**config.mk**
```make
export PLATFORM = sky130hd
export DESIGN_NAME = dual_bank_gpio
export DESIGN_NICKNAME = d
export VERILOG_FILES = /design/src/rtl/gpio_pkg.sv /design/src/rtl/gpio_sync.sv /design/src/rtl/gpio_bank.sv /design/src/rtl/dual_bank_gpio.sv
export SDC_FILE = /design/constraint.sdc
export NUM_CORES = 1
export LEC_CHECK = 0
export BUFFER_PORTS_ARGS = -buffer_cell sky130_fd_sc_hd__buf_4
export CAP_MARGIN = 30
export CORE_ASPECT_RATIO = 1.1
export CORE_MARGIN = 2
export CORE_UTILIZATION = 35
export CTS_CLUSTER_DIAMETER = 150
export DETAILED_ROUTE_END_ITERATION = 6
export PLACE_DENSITY = 0.65
export RECOVER_POWER = 50
export SKIP_CTS_REPAIR_TIMING = 1
export SYNTH_ARGS = -nofsm -noshare
export SYNTH_HDL_FRONTEND = slang
export SYNTH_SLANG_ARGS = --single-unit
```
**constraint.sdc**
```tcl
create_clock -name clk_i -period 2.46 [get_ports clk_i]
set_clock_uncertainty 0.15 [all_clocks]
set_input_delay 0.123 -clock clk_i [delete_from_list [all_inputs] [get_ports clk_i]]
set_output_delay 0.123 -clock clk_i [all_outputs]
set_load 0.1 [all_outputs]
```
**src/rtl/gpio_pkg.sv**
```systemverilog
package gpio_pkg;
  localparam int NUM_FEAT = 6;
  // control register slots, also the word index within a bank
  localparam int FI_OUT_VAL  = 0;
  localparam int FI_OUT_EN   = 1;
  localparam int FI_IN_EN    = 2;
  localparam int FI_OUT_ALT1 = 3;
  localparam int FI_OUT_ALT2 = 4;
  localparam int FI_IN_ALT1  = 5;
  localparam int WI_READBACK = 6;
  localparam int WI_RISE     = 7;
  localparam int WI_FALL     = 8;
  localparam logic [31:0] DEF_IMPL_MASK = 32'h1F7F_FFFF;
endpackage

```
**src/rtl/gpio_sync.sv**
```systemverilog
module gpio_sync #(
  parameter int W = 32
) (
  input  logic         clk_i,
  input  logic         rst_ni,
  input  logic [W-1:0] d_i,
  output logic [W-1:0] q_o
);
  logic [W-1:0] s1_q, s2_q;

  always_ff @(posedge clk_i or negedge rst_ni) begin
    if (!rst_ni) begin
      s1_q <= '0;
      s2_q <= '0;
    end else begin
      s1_q <= d_i;
      s2_q <= s1_q;
    end
  end

  assign q_o = s2_q;
endmodule

```
**src/rtl/gpio_bank.sv**
```systemverilog
module gpio_bank
  import gpio_pkg::*;
#(
  parameter int               BANK_W = 16,
  parameter int               IDX_W  = 5,
  parameter logic [BANK_W-1:0] IMPL  = '1
) (
  input  logic                clk_i,
  input  logic                rst_ni,
  input  logic [NUM_FEAT-1:0] feat_we_i,
  input  logic                rise_clr_i,
  input  logic                fall_clr_i,
  input  logic [2*BANK_W-1:0] wdata_i,
  input  logic [BANK_W-1:0]   pad_sync_i,
  input  logic [IDX_W-1:0]    rd_idx_i,
  output logic [BANK_W-1:0]   rd_data_o,
  output logic [BANK_W-1:0]   pad_out_o,
  output logic [BANK_W-1:0]   pad_oe_o
);
  logic [BANK_W-1:0] feat_q [NUM_FEAT];
  logic [BANK_W-1:0] set_v, clr_v;
  logic [BANK_W-1:0] in_en, drive, rb;
  logic [BANK_W-1:0] prev_q, rise_q, fall_q;
  logic [BANK_W-1:0] rise_evt, fall_evt;

  assign set_v = wdata_i[BANK_W-1:0] & IMPL;
  assign clr_v = wdata_i[2*BANK_W-1:BANK_W] & IMPL;

  for (genvar g = 0; g < NUM_FEAT; g++) begin : g_feat
    always_ff @(posedge clk_i or negedge rst_ni) begin
      if (!rst_ni)           feat_q[g] <= '0;
      else if (feat_we_i[g]) feat_q[g] <= (feat_q[g] | set_v) & ~clr_v;  // clear wins
    end

    a_r3_set_bits: assert property (@(posedge clk_i) disable iff (!rst_ni)
      (feat_we_i[g] && |(set_v & ~clr_v)) |=>
        ((feat_q[g] & $past(set_v & ~clr_v)) == $past(set_v & ~clr_v)));
    a_r4_clear_bits: assert property (@(posedge clk_i) disable iff (!rst_ni)
      (feat_we_i[g] && |clr_v) |=> ((feat_q[g] & $past(clr_v)) == '0));
    a_r5_hold_idle: assert property (@(posedge clk_i) disable iff (!rst_ni)
      !feat_we_i[g] |=> $stable(feat_q[g]));
    a_r7_reserved_feat: assert property (@(posedge clk_i) disable iff (!rst_ni)
      (feat_q[g] & ~IMPL) == '0);
  end

  assign in_en = feat_q[FI_IN_EN];
  assign rb    = pad_sync_i & in_en & IMPL;

  // edge capture on synchronized input
  assign rise_evt = pad_sync_i & ~prev_q & in_en & IMPL;
  assign fall_evt = ~pad_sync_i & prev_q & in_en & IMPL;

  always_ff @(posedge clk_i or negedge rst_ni) begin
    if (!rst_ni) begin
      prev_q <= '0;
      rise_q <= '0;
      fall_q <= '0;
    end else begin
      prev_q <= pad_sync_i;
      rise_q <= (rise_q & ~(rise_clr_i ? set_v : '0)) | rise_evt;  // set wins
      fall_q <= (fall_q & ~(fall_clr_i ? set_v : '0)) | fall_evt;
    end
  end

  assign drive     = feat_q[FI_OUT_EN] & ~feat_q[FI_OUT_ALT1] & ~feat_q[FI_OUT_ALT2] & IMPL;
  assign pad_oe_o  = drive;
  assign pad_out_o = feat_q[FI_OUT_VAL] & drive;

  always_comb begin
    case (int'(rd_idx_i))
      FI_OUT_VAL:  rd_data_o = feat_q[FI_OUT_VAL];
      FI_OUT_EN:   rd_data_o = feat_q[FI_OUT_EN];
      FI_IN_EN:    rd_data_o = feat_q[FI_IN_EN];
      FI_OUT_ALT1: rd_data_o = feat_q[FI_OUT_ALT1];
      FI_OUT_ALT2: rd_data_o = feat_q[FI_OUT_ALT2];
      FI_IN_ALT1:  rd_data_o = feat_q[FI_IN_ALT1];
      WI_READBACK: rd_data_o = rb;
      WI_RISE:     rd_data_o = rise_q;
      WI_FALL:     rd_data_o = fall_q;
      default:     rd_data_o = '0;
    endcase
  end

  a_r8_alt_blocks_drive: assert property (@(posedge clk_i) disable iff (!rst_ni)
    (pad_oe_o & (feat_q[FI_OUT_ALT1] | feat_q[FI_OUT_ALT2])) == '0);
  a_r10_rise_capture: assert property (@(posedge clk_i) disable iff (!rst_ni)
    |rise_evt |=> ((rise_q & $past(rise_evt)) == $past(rise_evt)));
  a_r10_fall_capture: assert property (@(posedge clk_i) disable iff (!rst_ni)
    |fall_evt |=> ((fall_q & $past(fall_evt)) == $past(fall_evt)));
  a_r11_rise_clear: assert property (@(posedge clk_i) disable iff (!rst_ni)
    (rise_clr_i && |(set_v & ~rise_evt)) |=> ((rise_q & $past(set_v & ~rise_evt)) == '0));
  a_r7_reserved_flags: assert property (@(posedge clk_i) disable iff (!rst_ni)
    ((rise_q | fall_q) & ~IMPL) == '0);
endmodule

```
**src/rtl/dual_bank_gpio.sv**
```systemverilog
module dual_bank_gpio
  import gpio_pkg::*;
#(
  parameter int          DATA_W    = 32,
  parameter int          HIGH_OFF  = 128,
  parameter logic [31:0] IMPL_MASK = DEF_IMPL_MASK,
  localparam int         HIGH_BIT  = $clog2(HIGH_OFF),
  localparam int         ADDR_W    = HIGH_BIT + 1
) (
  input  logic              clk_i,
  input  logic              rst_ni,
  input  logic              req_i,
  input  logic              we_i,
  input  logic [ADDR_W-1:0] addr_i,
  input  logic [DATA_W-1:0] wdata_i,
  output logic [DATA_W-1:0] rdata_o,
  output logic              rvalid_o,
  input  logic [DATA_W-1:0] pad_in_i,
  output logic [DATA_W-1:0] pad_out_o,
  output logic [DATA_W-1:0] pad_oe_o
);
  localparam int BANK_W   = DATA_W / 2;
  localparam int NUM_BANK = 2;
  localparam int WORD_LSB = $clog2(DATA_W / 8);
  localparam int IDX_W    = HIGH_BIT - WORD_LSB;

  logic [DATA_W-1:0] pad_sync;
  logic [IDX_W-1:0]  word_idx;
  logic              aligned, bank_sel, wr_hit;
  logic [BANK_W-1:0] bank_rd [NUM_BANK];
  logic [DATA_W-1:0] rdata_q;
  logic              rvalid_q;

  assign word_idx = addr_i[HIGH_BIT-1:WORD_LSB];
  assign aligned  = (addr_i[WORD_LSB-1:0] == '0);
  assign bank_sel = addr_i[HIGH_BIT];
  assign wr_hit   = req_i & we_i & aligned;

  gpio_sync #(.W(DATA_W)) u_sync (
    .clk_i (clk_i),
    .rst_ni(rst_ni),
    .d_i   (pad_in_i),
    .q_o   (pad_sync)
  );

  for (genvar b = 0; b < NUM_BANK; b++) begin : g_bank
    logic                bank_hit;
    logic [NUM_FEAT-1:0] feat_we;

    assign bank_hit = wr_hit && (bank_sel == b[0]);
    for (genvar k = 0; k < NUM_FEAT; k++) begin : g_we
      assign feat_we[k] = bank_hit && (int'(word_idx) == k);
    end

    gpio_bank #(
      .BANK_W(BANK_W),
      .IDX_W (IDX_W),
      .IMPL  (IMPL_MASK[b*BANK_W +: BANK_W])
    ) u_bank (
      .clk_i     (clk_i),
      .rst_ni    (rst_ni),
      .feat_we_i (feat_we),
      .rise_clr_i(bank_hit && (int'(word_idx) == WI_RISE)),
      .fall_clr_i(bank_hit && (int'(word_idx) == WI_FALL)),
      .wdata_i   (wdata_i),
      .pad_sync_i(pad_sync[b*BANK_W +: BANK_W]),
      .rd_idx_i  (word_idx),
      .rd_data_o (bank_rd[b]),
      .pad_out_o (pad_out_o[b*BANK_W +: BANK_W]),
      .pad_oe_o  (pad_oe_o[b*BANK_W +: BANK_W])
    );
  end

  always_ff @(posedge clk_i or negedge rst_ni) begin
    if (!rst_ni) begin
      rdata_q  <= '0;
      rvalid_q <= 1'b0;
    end else begin
      rvalid_q <= req_i & ~we_i;
      if (req_i && !we_i)
        rdata_q <= aligned ? {{BANK_W{1'b0}}, bank_rd[bank_sel]} : '0;
    end
  end

  assign rdata_o  = rdata_q;
  assign rvalid_o = rvalid_q;

  a_r6_read_valid: assert property (@(posedge clk_i) disable iff (!rst_ni)
    (req_i && !we_i) |=> rvalid_o);
  a_r6_upper_zero: assert property (@(posedge clk_i) disable iff (!rst_ni)
    rvalid_o |-> (rdata_o[DATA_W-1:BANK_W] == '0));
  a_r7_reserved_pads: assert property (@(posedge clk_i) disable iff (!rst_ni)
    (pad_oe_o & ~IMPL_MASK[DATA_W-1:0]) == '0);
endmodule

```
==> results of run 1 <==
-- flip-flops by register name (all words and copies together), names as in the netlist --
register,cells
rdata_o,16
g_bank.u_bank.fall_q,28
u_sync.q_o,28
g_bank.u_bank.feat_q,140
g_bank.u_bank.rise_q,28
g_bank.u_bank.prev_q,28
rvalid_o,1
u_sync.s1_q,28
g_bank.u_bank.in_en,28
-- per-layer routing --
metal,part of all wire,vias up,global-route usage
met1,0.42,5950,0.304
met2,0.47,570,0.357
met4,0.031,0,0.0732
li1,-,5326,-
met3,0.079,103,0.0405
met5,0,-,0
-- worst reg2reg max path, stage by stage, from the launching register on --
cell,delay [ns]
sky130_fd_sc_hd__dfrtp_1,0.43
sky130_fd_sc_hd__mux4_2,0.51
sky130_fd_sc_hd__a211oi_1,0.50
sky130_fd_sc_hd__o22ai_1,0.15
-- layout make-up --
class                           count  area [µm²]
Fill cell                        3715       21900
Sequential cell                   325        8130
Multi-Input combinational cell    888        5700
Timing Repair Buffer              306        2570
Clock buffer                       58        1170
Tap cell                          513         642
Inverter                           28         105
Clock inverter                      9        81.3
Antenna cell                        1        2.50
-- cell families (layout without fill, tap and decap cells) --
kind of cell	count (synthesis)	after routing
flip-flops	325	325
buffers and inverters	159	401
AO/OA/AOI/OAI	532	532
multiplexers	47	47
AND/OR/NAND/NOR	285	285
other	1	25
-- how the worst max path moves through the flow --
stage                     slack (ns)  cells after the start                         from                        end
after floorplan                 0.04                      2  g_bank[0].u_bank.feat_q[38]               pad_out_o[6]
after global placement          0.33                      8                    addr_i[1]  g_bank[1].u_bank.in_en[6]
after detailed placement        0.31                      8                    addr_i[1]  g_bank[1].u_bank.in_en[5]
after CTS                       0.38                      3  g_bank[0].u_bank.feat_q[33]               pad_out_o[1]
after global routing            0.05                      9                    addr_i[7]  g_bank[1].u_bank.in_en[2]
final                           0.09                      9                    addr_i[7]  g_bank[1].u_bank.in_en[2]
-- power groups by stage --
| stage | registers, mW | logic (mW) | clock network, mW |
|---|---|---|---|
| floorplan | 5.79 | 0.729 | 0 |
| global placement | 5.84 | 1.10 | 0 |
| detailed placement | 5.84 | 1.12 | 0 |
| CTS | 5.75 | 1.12 | 5.67 |
| global route | 5.78 | 1.29 | 5.93 |
| finish | 5.75 | 1.20 | 5.55 |
-- synth_stat cells, types with 4 or more instances --
cell type                     n  area, µm²
sky130_fd_sc_hd__o22ai_1     11       68.8
sky130_fd_sc_hd__nor3_1       4       20.0
sky130_fd_sc_hd__buf_4       38        285
sky130_fd_sc_hd__dfrtp_1    325       8130
sky130_fd_sc_hd__clkbuf_1    37        139
sky130_fd_sc_hd__o21ai_0     15       75.1
sky130_fd_sc_hd__mux2_2      10        113
sky130_fd_sc_hd__nand2_1    132        495
sky130_fd_sc_hd__inv_1       28        105
sky130_fd_sc_hd__nand3_1     13       65.1
sky130_fd_sc_hd__a22o_1      11       96.3
sky130_fd_sc_hd__nor3b_1     29        218
sky130_fd_sc_hd__o221ai_1     6       52.6
sky130_fd_sc_hd__nor2_1      16       60.1
sky130_fd_sc_hd__a32oi_1     16        140
sky130_fd_sc_hd__buf_6        6       67.6
sky130_fd_sc_hd__a211oi_1     9       67.6
sky130_fd_sc_hd__o2bb2ai_1   33        289
sky130_fd_sc_hd__a32o_1      31        310
sky130_fd_sc_hd__buf_2       48        240
sky130_fd_sc_hd__nand2b_1    16        100
sky130_fd_sc_hd__a21oi_1    355       1780
sky130_fd_sc_hd__nor2_2      15       93.8
sky130_fd_sc_hd__and2_1      31        194
sky130_fd_sc_hd__a31oi_1      5       31.3
sky130_fd_sc_hd__a22oi_1     21        158
sky130_fd_sc_hd__mux2i_1     35        350
==> impl_summary.md, run 1 <==
Clock network
The later-pin clock latency in the skew report is 0.53 ns. No sink is reached through more buffers than the 3 on the longest clock path. CTS built an H-tree with a depth of 2. The number of clock sinks seen by CTS is 325. The number of buffers created by CTS is 38. The root cell of the clock tree is sky130_fd_sc_hd__clkbuf_16. The clock tree from TritonCTS is done. The clock slew seen by the registers of the worst setup and hold paths is 0.06 ns.

Die
The effective utilization at floorplan is 0.355. The floorplan step set the die width to 197 µm. After floorplanning, the core was sized to cover 0.0403 mm². The overall die area is 0.0424 mm². The I/O pin count is 173. After floorplanning, the core was divided into 77 placement rows.

The die is 216 µm tall.

Global routing
For this run the aggregate overflow at the end of global routing stands at 0. The via count of the first global-routing pass is 11525. The total track usage is 0.222. The initial antenna violation count is 0. The first-pass GRT wire length is 72.1 mm. The largest net degree at the start of global routing is 71.

Finish
The layout overhead on the synthesized area is 28.9%. After routing the design area is 0.0184 mm². Excluding fillers, the count of instances in the completed layout stands at 2128. In the layout the commonest cells are 355 x sky130_fd_sc_hd__a21oi_1, 325 x sky130_fd_sc_hd__dfrtp_1, 189 x sky130_fd_sc_hd__buf_4.

The final design utilization is 0.457. The net total in the final layout is 1663. The fraction of final layout cells sized beyond drive strength 1 is 0.218. The most common cell after layout, fill and taps aside is sky130_fd_sc_hd__a21oi_1.

Timing
The post-route fraction of the period consumed by the critical path is 0.963. The slew of the pin with the lowest slew margin is 1.97 ns. The setup slack of the critical path after layout is 0.0911 ns. On the final layout, the worst hold slack is 0.00166 ns. The worst relative slew slack is -0.314. The worst path needs 2.37 ns of the cycle, external delays included. Setup repair after global routing left no endpoint under its margin. The max-slew violation count came to 68.

The number of failing setup endpoints in the final timing report is 0. Derived from the worst setup path, the maximum achievable clock frequency is 0.422 GHz. The sum of negative setup slack is 0 ns. The number of failing hold endpoints at the final stage was 0.

Pwr
The cell internal power dissipation is 9.35 mW. For this design the total switching power over the nets is 3.15 mW. Of the total power, the share spent switching nets is 0.252. Of the total power, combinational logic draws 0.096. The share of total power dissipated in sequential elements is 0.460.

The worst-case IR drop observed on VDD is 0.400 mV. The post-route total power is 12.5 mW. The cell area power density is 679 mW/mm². The leakage component of the power is 8.15 nW. The relative contribution of the clock network to total power is 0.444.

Placement
The count of port buffers added during placement is 144. The number of cells after detailed placement is 1982. Routability-driven placement finished with a final weighted congestion of 0.880.

The post-place instance area is 0.0164 mm². The worst slack at placement is 0.308 ns. Once detailed placement completed, the half-perimeter wirelength came to 32.4 mm.

Worst setup path
In this run the worst path has a maximum fanout of 20. The worst register-to-register path has a depth of 3. Broken down by cell family, the worst path's largest delay share belongs to buffers and inverters. The count of buffering cells on the critical path with inverters included is 5. The register-to-register setup slack is 0.58 ns.

The startpoint class of the critical path is a primary input. Data on the critical path arrives at its endpoint at 2.68 ns. The launch point of the worst reg-to-reg path is g_bank[1].u_bank.in_en[5].

The end of the worst register-to-register path is rdata_o[5]. The critical path in this run is classified as in2reg. On the critical path, the stage with the largest delay is an instance of sky130_fd_sc_hd__dlygate4sd3_1. The kind of capture point of the worst setup path is a flip-flop.

The most repeated library cell on the critical path is sky130_fd_sc_hd__buf_4. Data on the critical path is required at its endpoint by 2.77 ns. Traced cell by cell, the critical path runs through dlygate4sd3_1 -> buf_4 -> nand4_1 -> buf_4 -> nor2_2 -> buf_4 -> a21oi_1 -> a21oi_1 -> dlygate4sd3_1. For this run, the slowest stage of the critical path takes 0.58 ns.

Synth
After synthesis, the mean cell area works out to 10.6 µm². The gate count of the mapped netlist is 1349. In this run, synthesis inferred 0 flip-flops with an integrated enable. Counting flops and latches in the post-synthesis netlist gives 325. Of the total synthesized cell area, the portion taken by XOR and XNOR cells is 0. The leading register cell type out of synthesis is sky130_fd_sc_hd__dfrtp_1.

The synthesized netlist occupies a cell area of 0.0143 mm². The area fraction in compound gates after synthesis is 0.226. After synthesis, the share of flip-flops with an asynchronous set or reset is 1.00. The count of cell types in the netlist is 64. The dominant combinational cell family by area after synthesis is compound AO/OA/AOI/OAI gates. The multiplexer share of the synthesized area is 0.0356. The share of synthesized cell area in and, or, nand and nor gates is 0.110. Of the total synthesized cell area, the portion taken by full adders, half adders and majority gates is 0. Yosys printed 0 warnings. The share of the Yosys chip area taken by registers is 0.570.

Route
The post-detailed-route count of antenna-violating nets is 0. For this run, design rule violations remaining after detail routing come to 0. The average wire length per cell after detail routing is 22.2 µm.

The first detailed-routing pass took 5 iterations. The total routed wirelength is 47.2 mm. The count of vias placed by the detailed router is 11949. The detailed-route vias per instance is 5.62. The first routing iteration left 1303 violations.

Hold path
Counting instances, the worst hold path has a depth of 4. The worst hold endpoint is g_bank[0].u_bank.feat_q[64]. The worst min-delay path class is in2reg. The worst hold path begins at req_i.

Status
The final reports fail on max-capacitance violations, max-slew violations. The run finished, with violations left.

Flow run
Max-cap violations in this run came to 1.
Power figures use the tool's default switching activity.
==> run 2, diff against run 1 <==
--- a/config.mk
+++ b/config.mk
@@ -7,7 +7,7 @@
 export LEC_CHECK = 0
 export BUFFER_PORTS_ARGS = -buffer_cell sky130_fd_sc_hd__buf_4
 export CAP_MARGIN = 30
-export CORE_ASPECT_RATIO = 1.1
+export CORE_ASPECT_RATIO = 0.9
 export CORE_MARGIN = 2
 export CORE_UTILIZATION = 35
 export CTS_CLUSTER_DIAMETER = 150
==> impl_summary.md, run 2 (same netlist as run 1, synthesis figures left out) <==
Global routing
The first-pass GRT wire length is 69.9 mm (-3.0%). The total track usage is 0.217 (-0.00524). The largest net degree at the start of global routing came to 75 (+5.6%). The global-route congestion overflow total is 0 (unchanged).

The via count of the first global-routing pass is 11341 (-1.6%). The initial antenna violation count is 0 (unchanged).

Route
The total routed wirelength is 46.5 mm (-1.5%). The post-detailed-route count of antenna-violating nets came to 0 (unchanged). The remaining design rule violation count was 0 (unchanged). The count of vias placed by the detailed router was 11823 (-1.1%). The number of DRC markers after the initial detailed-route iteration is 1355 (+4.0%). The detailed-route vias per instance is 5.51 (-1.8%).

The length of the first detailed-routing pass in iterations is 5 (unchanged). The average wire length per cell after detail routing is 21.7 µm (-2.3%).

Hold path
The worst min-delay path class is in2reg.

Timing
The worst relative slew slack is 0.0252 (+0.339). Setup repair after global routing left no endpoint under its margin. The number of failing setup endpoints in the final timing report is 0 (unchanged). The highest attainable clock frequency was 0.421 GHz (-0.28%). The post-route fraction of the period consumed by the critical path is 0.966 (+0.00272). The sum of negative setup slack is 0 ns (unchanged). The number of failing hold endpoints at the final stage came to 0 (unchanged).

The minimum clock period is 2.38 ns (+0.00669 ns). The max-slew violation count is 0 (-100%). The slew of the pin with the lowest slew margin is 1.46 ns (-0.509 ns).

Clock network
The later-pin clock latency in the skew report is 0.53 ns (about the same). The number of clock sinks seen by CTS is 325 (unchanged). The clock tree from TritonCTS is done. CTS placed an instance of sky130_fd_sc_hd__clkbuf_16 at the clock tree root. The maximum count of clock buffers along a single path is 3 (unchanged). The level count of the clock H-tree is 2 (unchanged). The number of buffers created by CTS is 34 (-11%).

The clock slew seen by the registers of the worst setup and hold paths came to 0.06 ns (about the same).

Worst setup path
The required time of the critical path is 2.76 ns (about the same). Broken down by cell family, the worst path's largest delay share belongs to buffers and inverters. Among the stages of the critical path, the cell type that occurs most often is sky130_fd_sc_hd__buf_4. STA classifies the critical path endpoint as a flip-flop. The highest-delay cell along the critical path is sky130_fd_sc_hd__dlygate4sd3_1.

The register-to-register setup slack came to 0.75 ns (+0.17 ns). The critical path class is in2reg. The startpoint class of the critical path is a primary input.

The maximum net fanout on the critical path was 18 (-10%). Traced cell by cell, the critical path runs through dlygate4sd3_1 -> buf_4 -> nand4b_2 -> buf_4 -> nor2_2 -> buf_4 -> a21oi_1 -> a21oi_1 -> dlygate4sd3_1. The delay of the slowest cell on the worst path came to 0.58 ns (about the same). The endpoint arrival time on the critical path is 2.68 ns (about the same).

The count of buffering cells on the critical path with inverters included came to 5 (unchanged).

Die
The die extent in y is 196 µm (-9.4%). The row count was 70 (-9.1%). The die outline width is 217 µm (+10%).

The I/O pin count is 173 (unchanged). The core footprint came to 0.0405 mm² (+0.48%). The overall die area is 0.0424 mm² (unchanged). The effective utilization at floorplan was 0.353 (-0.00169).

Placement
The estimated wirelength of the detail-placed design is 32.4 mm (about the same). The post-place instance area is 0.0164 mm² (about the same). The count of port buffers added during placement is 144 (unchanged). The placer congestion estimate is 0.884 (+0.44%).

Pwr
The leakage component of the power was 8.09 nW (-0.70%). The largest vdd supply drop is 0.482 mV (+21%). The post-route total power came to 12.0 mW (-3.7%). The cell area power density came to 659 mW/mm² (-3.0%).

Finish
Leaving out fill and tap cells, the most frequent cell in the layout is sky130_fd_sc_hd__a21oi_1. In the layout the commonest cells are 355 x sky130_fd_sc_hd__a21oi_1, 325 x sky130_fd_sc_hd__dfrtp_1, 186 x sky130_fd_sc_hd__buf_4. The final antenna diode count is 0 (-1). The layout overhead on the synthesized area is 27.9%. The net total in the final layout is 1656 (-0.42%). The number of filler cells placed in the layout came to 3796 (+2.2%).

Counting flops per register, the top entry is g_bank.u_bank.feat_q. The final cell area excluding filler cells came to 0.0183 mm² (-0.72%). The fraction of final layout cells sized beyond drive strength 1 is 0.216 (-0.00252). The flip-flop count of the largest register after layout is 140 (unchanged).

Status
The run finished with clean final reports.

Flow run
The max-cap check violation count is 0 (-1).
-- run 2: area by class of cell --
class / instances / area (µm²) / share of cell area
flip-flops and latches: 325 / 8130 / 0.445
multi-input cells: 888 / 5700 / 0.312
repair buffers: 303 / 2540 / 0.139
clock buffers: 51 / 1060 / 0.0579
well taps: 540 / 676 / 0.0370
inverters: 28 / 105 / 0.00575
clock inverters: 10 / 50.0 / 0.00274
-- run 2: path summary, 6_finish.rpt --
kind / from / endpoint / cells past startpoint
worst min-delay path: req_i / g_bank[0].u_bank.rise_q[3] / 5
min in group asynchronous: rst_ni / g_bank[0].u_bank.rise_q[1] / 2
worst min register to register: u_sync.s1_q[6] / u_sync.q_o[6] / 0
worst max register to register: g_bank[1].u_bank.feat_q[33] / rdata_o[1] / 3
max in group asynchronous: rst_ni / g_bank[0].u_bank.feat_q[75] / 3
worst max-delay path: addr_i[7] / g_bank[0].u_bank.feat_q[2] / 9
-- run 2: worst min-delay path, delay by kind of cell --
family / cells / cell delay (ns)
buf+inv: 1 / 0.15
compound gates: 1 / 0.11
simple gates: 3 / 0.34
-- run 2: per-stage QoR --
step | setup slack (ns) | util | instances | hold WS [ns]
floorplan | 0.0411 | - | 1372 | -0.323
global placement | 0.369 | 0.406 | 2006 | -0.0592
detailed placement | 0.355 | 0.406 | 2006 | -0.0629
CTS | 0.419 | 0.433 | 2067 | -0.612
global route | 0.0315 | 0.451 | 2145 | 0.0999
finish | 0.0844 | 0.451 | 2145 | 0.0857
-- run 2: metal layers --
| layer | track usage | wire [µm] |
|---|---|---|
| met1 | 0.305 | 19600 |
| met2 | 0.330 | 21000 |
| met3 | 0.0562 | 4810 |
| met4 | 0.0644 | 1110 |
| met5 | 0 | 0 |
-- run 2: where the power goes --
group | switching (mW) | total, mW | internal, mW
registers | 0.175 | 5.75 | 5.57
clock network | 2.12 | 5.09 | 2.98
logic | 0.795 | 1.20 | 0.404
